<file path="src/rtl/can_autorec_timer.sv">
module can_autorec_timer #(
  parameter int CW = 32
) (
  input  logic          clk,
  input  logic          rst_n,
  input  logic          pre_wr,
  input  logic [CW-1:0] pre_wdata,
  output logic [CW-1:0] pre_rdata,
  input  logic          auto_en,
  input  logic          ctrl_wr,
  input  logic          bus_off,
  input  logic          suspend,
  output logic          init_clr,
  output logic          running
);

  logic [CW-1:0] preload_q, cnt_q;
  logic          run_q;

  wire go  = run_q && auto_en && !ctrl_wr;
  wire arm = !run_q && bus_off && auto_en && !ctrl_wr;

  assign init_clr  = go && !suspend && (cnt_q == '0);
  assign running   = run_q;
  assign pre_rdata = preload_q;

  always_ff @(posedge clk or negedge rst_n) begin
    if (!rst_n)      preload_q <= '0;
    else if (pre_wr) preload_q <= pre_wdata;
  end

  always_ff @(posedge clk or negedge rst_n) begin
    if (!rst_n) begin
      run_q <= 1'b0;
      cnt_q <= '0;
    end else if (arm) begin
      run_q <= 1'b1;
      cnt_q <= preload_q;
    end else if ((run_q && !go) || init_clr) begin
      run_q <= 1'b0;
      cnt_q <= preload_q;
    end else if (go && !suspend) begin
      cnt_q <= cnt_q - 1'b1;
    end
  end

  AST_ARM: assert property (@(posedge clk) disable iff (!rst_n)
    (!running && bus_off && auto_en && !ctrl_wr) |=> running);
  AST_NO_ARM_DISABLED: assert property (@(posedge clk) disable iff (!rst_n)
    (!running && !auto_en) |=> !running);
  AST_COUNT_DOWN: assert property (@(posedge clk) disable iff (!rst_n)
    (run_q && auto_en && !ctrl_wr && !suspend && cnt_q != '0) |=> (cnt_q == $past(cnt_q) - 1'b1));
  AST_PULSE_SINGLE: assert property (@(posedge clk) disable iff (!rst_n)
    init_clr |=> !init_clr);
  AST_DONE_IDLE: assert property (@(posedge clk) disable iff (!rst_n)
    init_clr |=> !running);
  AST_ABORT_WRITE: assert property (@(posedge clk) disable iff (!rst_n)
    (running && ctrl_wr) |-> !init_clr ##1 !running);
  AST_ABORT_DISABLE: assert property (@(posedge clk) disable iff (!rst_n)
    (running && !auto_en) |=> !running);
  AST_SUSPEND_HOLD: assert property (@(posedge clk) disable iff (!rst_n)
    (running && suspend && auto_en && !ctrl_wr) |=> (running && $stable(cnt_q)));
  AST_SUSPEND_NO_PULSE: assert property (@(posedge clk) disable iff (!rst_n)
    suspend |-> !init_clr);

endmodule

</file>
<file path="config.mk">
export PLATFORM = sky130hd
export DESIGN_NAME = can_autorec_timer
export DESIGN_NICKNAME = d
export VERILOG_FILES = /design/src/rtl/can_autorec_timer.sv
export SDC_FILE = /design/constraint.sdc
export NUM_CORES = 1
export LEC_CHECK = 0
export BUFFER_PORTS_ARGS = -buffer_cell sky130_fd_sc_hd__buf_2
export CORE_MARGIN = 3
export CORE_UTILIZATION = 40
export DETAILED_ROUTE_END_ITERATION = 7
export PLACE_DENSITY_LB_ADDON = 0.2
export SLEW_MARGIN = 20
export SYNTH_ARGS = -nofsm -noshare
export SYNTH_HDL_FRONTEND = slang
export SYNTH_SLANG_ARGS = --single-unit
</file>
<file path="constraint.sdc">
create_clock -name clk -period 3.2 [get_ports clk]
set_input_delay 0.64 -clock clk [delete_from_list [all_inputs] [get_ports clk]]
set_output_delay 0.64 -clock clk [all_outputs]
set_load 0.01 [all_outputs]
</file>
==> flow_summary.toml, run 1 <==
[outcome]
status = "finished clean"

[sta]
clock_skew_ns = 0.00456
finalSetupTns_ns = 0
tightest_slew_ns = 0.774
rsz0062_at_grt = "no"
timing.final.crit_share_pct = 91.1
slew_violations = 0
fin_ws_ns = 0.285
fmax_mhz = 343
relSlewSlack_pct = 48.3
period_needed_ns = 2.92
hold_viol_final = 0
setup_violations = 0

[critical_path]
cp.arrival_ns = 2.28
crit_type = "flip-flop to output port"
critPathRequiredTime_ns = 2.56
crit_fanout = 5
end_kind = "output port"
cp-start-kind = "flip-flop"

[logic_synthesis]
synth_top_cell_by_area = "dfrtp_1"
synth_common_cells = "65 x dfrtp_1, 32 x mux2_2, 15 x nand2_1"
yosys_warnings = 0
synthAdderAreaFrac_pct = 0.374
yosys.area_share.simple_pct = 18.4
synth.cell_area_um2 = 3340
ys_seq_area_share_pct = 48.6
synth_cell_types = 57
synth-xor-area-share_pct = 3.40
synth_flop_cell = "dfrtp_1"
synth-async-reset-ratio_pct = 100
synth.avg_cell_area_um2 = 11.6
netlist_top_cells_area = "dfrtp_1 49%, mux2_2 11%, mux2_4 3.1%, xnor2_1 2.9%, a221o_1 2.1%"
yosysTopAreaCellShare_pct = 48.6
syn-num-nets = 328
synth_compound_area_share_pct = 12.0
synth_edf_count = 0
ys_seq_elements = 65
synth_most_common_cell = "dfrtp_1"
synthMuxAreaShare_pct = 14.5
synthCells = 288
synth_top_family_by_area = "simple AND/OR/NAND/NOR gates"

[final_layout]
fillers = 725
nNetsFinal = 408
syn2layout_area_growth_pct = 20.4
layout-drive-gt1-share_pct = 39.0
n_antenna_cell = 0

[global_routing]
grt_usage_pct = 17.9
grt_pass1_vias = 2706
grt_pass1_wl_mm = 13.7
grt_max_degree = 35
grtUsageMet3_pct = 3.52
antenna_found_initial = 0
met2_usage_pct = 26.2
grt_use_met1_pct = 25.1
grt.busiest_layer = "met2"
gr-total-overflow = 0

[clocking]
post_cts_buffers = 0
clock_path_buffers = 2
clk_latency_ns = 0.34
cts_tree = "built"
cts_buffers = 9
root_buffer = "clkbuf_8"
cts_sinks = 65
post_cts_resized = 0
path_clk_slew_ns = 0.07
cts_hold_buf = 0
cts_max_level = 3

[place]
port-buffer-count = 72
hpwl_mm = 5.75
preCtsSetupSlack_ns = 0.530
globalplace.congestion = 0.876

[route]
routed_wl_mm = 8.27
drc = 0
viasPerCell = 5.66
dr_total_vias = 2682
drt_first_iter_violations = 226
wl_per_cell_um = 17.5
drtAntennaViolNets = 0
first_pass_iters = 4

[floorplan]
rows = 32
start_util_pct = 42.2
chipHeight_um = 97.4
die-area_um2 = 9490
placeableCoreArea_um2 = 7930
io_pins = 73
die_w_um = 97.4

[flow_run]
max_cap_violations = 0

[min_path]
min_path_type = "primary input to async pin"

[power_and_ir_drop]
p_per_area_nw_per_um2 = 572
vdd_drop_max_mv = 0.237
leakagePower_nw = 1.78
## path summary, 6_finish.rpt
path	depth (start not counted)	startpoint	endpoint	slack [ns]
max	5	cnt_q[9]	init_clr	0.28
min	1	rst_n	cnt_q[30]	0.31
max reg2reg	6	cnt_q[9]	cnt_q[5]	0.52
min reg2reg	1	pre_rdata[4]	cnt_q[4]	0.50
max in group asynchronous	2	rst_n	pre_rdata[19]	2.18
min in group clk	1	pre_rdata[4]	cnt_q[4]	0.50
## through the flow
step	hold slack, ns	total power, mW	area (um^2)	utilization (%)	cells
finish	0.314	2.31	4030	50.8	474
global route	0.346	2.43	4030	50.8	474
CTS	0.335	2.32	4010	50.6	472
detailed placement	0.491	1.61	3820	48.2	457
global placement	0.480	1.60	3820	48.2	457
floorplan	0.344	1.43	3340	-	288
## routing by layer
layer  vias to the layer above  part of all wire [%]
met3                        21                   5.8
met4                         0                   3.0
li1                       1268                     -
met2                        89                    44
met1                      1304                    48
met5                         -                     0
## kinds of logic after synthesis
family	after synthesis
compound gates	51
xor+xnor	13
fa+ha+maj	1
buf+inv	18
flops	65
mux	41
simple gates	99
## cell type report
cell class	count	area, um^2	share of cell area [%]
well taps	102	128	3.17
inverters	6	22.5	0.559
clock buffers	12	155	3.85
flip-flops and latches	65	1630	40.4
multi-input cells	205	1630	40.4
repair buffers	81	428	10.6
clock inverters	3	40.0	0.994
## flip-flops by register name (all words and copies together) (netlist names)
signal and flops:
pre_rdata 32, running 1, cnt_q 32
## critical path, cell delays in order, from the launching register on
cell and delay, ns:
dfrtp_1 0.43, nor4_1 0.47, nand4_1 0.26, or2_2 0.37
nor3_1 0.23, buf_2 0.18
## where the power goes
| part | total [mW] | internal (mW) | leakage, nW | switching [mW] |
|---|---|---|---|---|
| clock | 0.706 | 0.396 | 0.102 | 0.310 |
| combinational | 0.486 | 0.253 | 0.894 | 0.233 |
| sequential | 1.11 | 0.956 | 0.780 | 0.158 |
| total | 2.31 | 1.60 | 1.78 | 0.701 |
## cell usage in the layout, fill, tap and decap left out, types with 4 or more instances in the layout
cell type   n
o311ai_0    4
mux2_2     32
buf_2      72
o21ai_0    13
nand4_1     5
inv_1       6
xnor2_1    11
or4_1       7
or3_1       4
buf_4       9
nor2_1     11
mux2_4      7
clkbuf_8   11
dfrtp_1    65
nor4_1     10
nand2_1    15
a221o_1     7
nand3_1     9
nor3_1     13
Note: power is estimated with default switching activity, not from simulation.
==> inputs of run 2 (changes only) <==
==> constraint.sdc (replaced) <==
create_clock -name clk -period 2.75 [get_ports clk]
set_input_delay 0.55 -clock clk [delete_from_list [all_inputs] [get_ports clk]]
set_output_delay 0.55 -clock clk [all_outputs]
set_load 0.01 [all_outputs]
==> run 2 against run 1 <==
Effect of this change: combinational power grew 21%; register-to-register slack lost 0.21 ns; hold slack lost 0.12 ns; sequential power grew 17%; count of clock-buffer cells in the layout shrank 2; via count grew 0.41%; global-route usage grew 0.055 points; clock power grew 18%; die area is the same; flip-flop and latch count is the same; clock skew grew 0.0039 ns.
==> flow_summary.toml, run 2 (same netlist as run 1, synthesis figures left out) <==
[clocking]
cts_sinks = 65
cts_buffers = 9
path_clk_slew_ns = 0.07
cts_max_level = 3
root_buffer = "clkbuf_8"
cts_tree = "built"
post_cts_buffers = 0
clock_path_buffers = 2
clk_latency_ns = 0.34

[final_layout]
fillers = 754
regArea_um2 = 1630
layout-drive-gt1-share_pct = 41.6
nNetsFinal = 415
syn2layout_area_growth_pct = 23.2
final_common_cell = "buf_2"
layout_common_cells = "72 x buf_2, 65 x dfrtp_1, 32 x mux2_2"
multi_input_area_um2 = 1650
n_antenna_cell = 0

[global_routing]
met2_usage_pct = 27.7
grt_pass1_vias = 2739
grt_use_met1_pct = 23.9
gr-total-overflow = 0
grt_pass1_wl_mm = 13.8
grt_max_degree = 66
antenna_found_initial = 0
grtUsageMet3_pct = 5.17
grt.busiest_layer = "met2"
grt_usage_pct = 18.0

[sta]
tightest_slew_ns = 0.821
relSlewSlack_pct = 45.2
period_needed_ns = 2.55
clock_skew_ns = 0.00845
slew_violations = 0
timing.final.crit_share_pct = 92.9
fin_ws_ns = 0.195
setup_violations = 0
fmax_mhz = 391
rsz0062_at_grt = "no"
finalSetupTns_ns = 0
hold_viol_final = 0

[route]
dr_total_vias = 2693
drtAntennaViolNets = 0
viasPerCell = 5.59
drc = 0
routed_wl_mm = 8.06
drt_first_iter_violations = 172
wl_per_cell_um = 16.7
first_pass_iters = 4

[place]
port-buffer-count = 72
globalplace.congestion = 0.872
preCtsSetupSlack_ns = 0.228
hpwl_mm = 5.65

[critical_path]
cp.arrival_ns = 2.00
crit_type = "flip-flop to output port"
critical-path-top-delay-family = "simple AND/OR/NAND/NOR gates"
ff2ff_path_depth = 5
regToRegSetupSlack_ns = 0.31
r2r_end = "cnt_q[0]"
slowest_stage = "dfrtp_1"
critPathRequiredTime_ns = 2.20
end_kind = "output port"
cp-start-kind = "flip-flop"
crit_path_max_incr_delay_ns = 0.44
crit_buf_inv = 1
crit_chain = "nor4_2 > nand4_1 > or2_2 > nor3_1 > buf_2"
r2r_start = "cnt_q[9]"
crit_fanout = 5

[min_path]
min_path_type = "primary input to async pin"

[outcome]
status = "finished clean"

[floorplan]
die_w_um = 97.4
rows = 32
placeableCoreArea_um2 = 7930
chipHeight_um = 97.4
start_util_pct = 42.2
die-area_um2 = 9490
io_pins = 73

[power_and_ir_drop]
leakagePower_nw = 1.81
vdd_drop_max_mv = 0.362
p_per_area_nw_per_um2 = 660

[flow_run]
max_cap_violations = 0
==> run 2: worst max-delay path by stage <==
stage,startpoint,end,slack [ns],cells past startpoint
after floorplan,cnt_q[9],cnt_q[10],0.46,6
after global placement,auto_en,cnt_q[1],0.30,5
after detailed placement,suspend,cnt_q[21],0.23,7
after CTS,cnt_q[19],init_clr,0.07,5
after global routing,cnt_q[21],init_clr,0.002,5
final,cnt_q[9],init_clr,0.20,5
==> run 2: metal layers <==
| layer | wire length [um] | vias to the layer above |
|---|---|---|
| met3 | 461 | 15 |
| met1 | 3790 | 1312 |
| met4 | 175 | 0 |
| met2 | 3640 | 77 |
| li1 | - | 1289 |
| met5 | 0 | - |
==> run 2: power by group <==
part / internal [mW] / switching (mW) / total [mW]
Sequential: 1.11 / 0.192 / 1.30
Clock: 0.444 / 0.386 / 0.831
Combinational: 0.316 / 0.270 / 0.586
Total: 1.87 / 0.848 / 2.72
==> run 2: cell type report <==
cell class	instances	area share, %
inverters	6	0.546
clock buffers	10	3.34
flip-flops and latches	65	39.5
clock inverters	6	1.61
multi-input cells	205	40.0
well taps	102	3.10
repair buffers	88	12.0
==> run 2: stage by stage <==
step | util [%] | std cells | hold WS [ns] | total power, mW | cell area [um^2]
detailed placement | 49.2 | 466 | 0.497 | 1.90 | 3900
floorplan | - | 288 | 0.254 | 1.66 | 3340
global route | 52.0 | 482 | 0.229 | 2.89 | 4120
global placement | 49.2 | 466 | 0.489 | 1.88 | 3900
finish | 52.0 | 482 | 0.192 | 2.72 | 4120
CTS | 51.7 | 482 | 0.221 | 2.74 | 4100
==> run 2: repair_timing <==
action                     in CTS  in global routing
setup endpoints to repair       0                  1
gates resized for setup         0                  4
hold buffers                    0                  0
==> inputs of run 3 (changes only) <==
==> constraint.sdc (replaced) <==
create_clock -name clk -period 2.65 [get_ports clk]
set_input_delay 0.53 -clock clk [delete_from_list [all_inputs] [get_ports clk]]
set_output_delay 0.53 -clock clk [all_outputs]
set_load 0.01 [all_outputs]
==> run 3 against run 2 <==
Effect of this change: global-route usage is 0.56 points higher; setup slack worse by 0.088 ns; via count is 2.3% higher; critical path type unchanged; largest cell class unchanged.
==> flow_summary.toml, run 3 (same netlist as run 1, synthesis figures left out) <==
[final_layout]
n_antenna_cell = 0
final_common_cell = "buf_2"
nNetsFinal = 420
layout_common_cells = "72 x buf_2, 63 x dfrtp_1, 32 x mux2_2"
layout-drive-gt1-share_pct = 42.9
syn2layout_area_growth_pct = 24.0
fin_util_pct = 52.3

[sta]
clock_skew_ns = 0.0103
period_needed_ns = 2.54
setup_violations = 0
timing.final.crit_share_pct = 95.9
hold_viol_final = 0
fmax_mhz = 393
relSlewSlack_pct = 44.8
hold_slack_ns = 0.167
tightest_slew_ns = 0.827
slew_violations = 0
rsz0062_at_grt = "no"
finalSetupTns_ns = 0

[clocking]
path_clk_slew_ns = 0.08
clock_path_buffers = 2
cts_sinks = 65
root_buffer = "clkbuf_8"
cts_max_level = 3
cts_hold_buf = 0
clk_latency_ns = 0.35
post_cts_resized = 2
cts_buffers = 9
post_cts_buffers = 0
cts_tree = "built"

[critical_path]
ff2ff_path_depth = 5
crit_path_max_incr_delay_ns = 0.45
critical-path-top-delay-family = "simple AND/OR/NAND/NOR gates"
r2r_start = "cnt_q[10]"
crit_type = "flip-flop to output port"
path_depth = 5
crit_buf_inv = 1
crit_chain = "nor4_4 > nand4_1 > or2_2 > nor3_2 > buf_2"
end_kind = "output port"
critPathRequiredTime_ns = 2.12
crit_fanout = 3
r2r_end = "cnt_q[8]"
cp-start-kind = "flip-flop"
slowest_stage = "dfrtp_2"
regToRegSetupSlack_ns = 0.17
cp.arrival_ns = 2.01

[floorplan]
chipHeight_um = 97.4
die_w_um = 97.4
start_util_pct = 42.2
placeableCoreArea_um2 = 7930
die-area_um2 = 9490
io_pins = 73
rows = 32

[outcome]
status = "finished clean"

[global_routing]
grt_max_degree = 43
grt_usage_pct = 18.5
grt.busiest_layer = "met2"
antenna_found_initial = 0
grt_pass1_wl_mm = 14.1
grt_pass1_vias = 2708
grt_use_met1_pct = 26.7
met2_usage_pct = 28.6
gr-total-overflow = 0
grtUsageMet3_pct = 4.16

[flow_run]
max_cap_violations = 0

[min_path]
min_path_type = "primary input to async pin"

[place]
hpwl_mm = 6.17
port-buffer-count = 72
globalplace.congestion = 0.891

[power_and_ir_drop]
p_per_area_nw_per_um2 = 666
p_total_mw = 2.76
leakagePower_nw = 1.82
vdd_drop_max_mv = 0.397

[route]
routed_wl_mm = 8.54
wl_per_cell_um = 17.5
first_pass_iters = 4
drc = 0
drt_first_iter_violations = 198
dr_total_vias = 2754
drtAntennaViolNets = 0
viasPerCell = 5.66
-- run 3: cell count changes in the layout (fill, tap and decap cells not counted), sizes merged --
| cell | delta |
|---|---|
| buf | +5 |
| bufinv | -1 |
| clkinv | +1 |
| inv | -1 |
| clkinvlp | +1 |
-- run 3: worst max path at each step --
| stage | start | end | slack, ns |
|---|---|---|---|
| after CTS | cnt_q[9] | init_clr | 0.07 |
| after detailed placement | auto_en | cnt_q[1] | 0.22 |
| after global routing | cnt_q[9] | init_clr | 0.01 |
| after floorplan | cnt_q[9] | cnt_q[10] | 0.36 |
| final | cnt_q[10] | init_clr | 0.11 |
| after global placement | auto_en | cnt_q[1] | 0.25 |
-- run 3: layout make-up --
cell class	instances	area, um^2
fillers	730	3780
multi-input cells	205	1660
flip-flops and latches	65	1630
repair buffers	93	531
clock buffers	10	138
well taps	102	128
clock inverters	6	43.8
inverters	6	22.5
-- run 3: stage by stage --
step,area [um^2],instances,setup slack (ns)
finish,4150,487,0.107
global route,4150,487,0.00979
CTS,4130,487,0.0662
detailed placement,3940,471,0.224
global placement,3940,471,0.251
floorplan,3340,288,0.356
-- run 3: power breakdown --
part	leakage (nW)	internal (mW)	switching, mW
clock	0.0805	0.364	0.413
sequential	0.777	1.15	0.204
combinational	0.965	0.335	0.290
total	1.82	1.85	0.907
-- run 3: layer usage --
metal	vias to the layer above	wire length, um
met2	91	4000
li1	1305	-
met3	6	516
met5	-	0
met4	0	64
met1	1352	3960
-- run 3: worst reg2reg max path: stages, from the launching register on --
cell and delay [ns]:
dfrtp_2 0.45, or4_4 0.58, or3_4 0.41, or4_4 0.53, nand2_4 0.24, o21ai_0 0.15
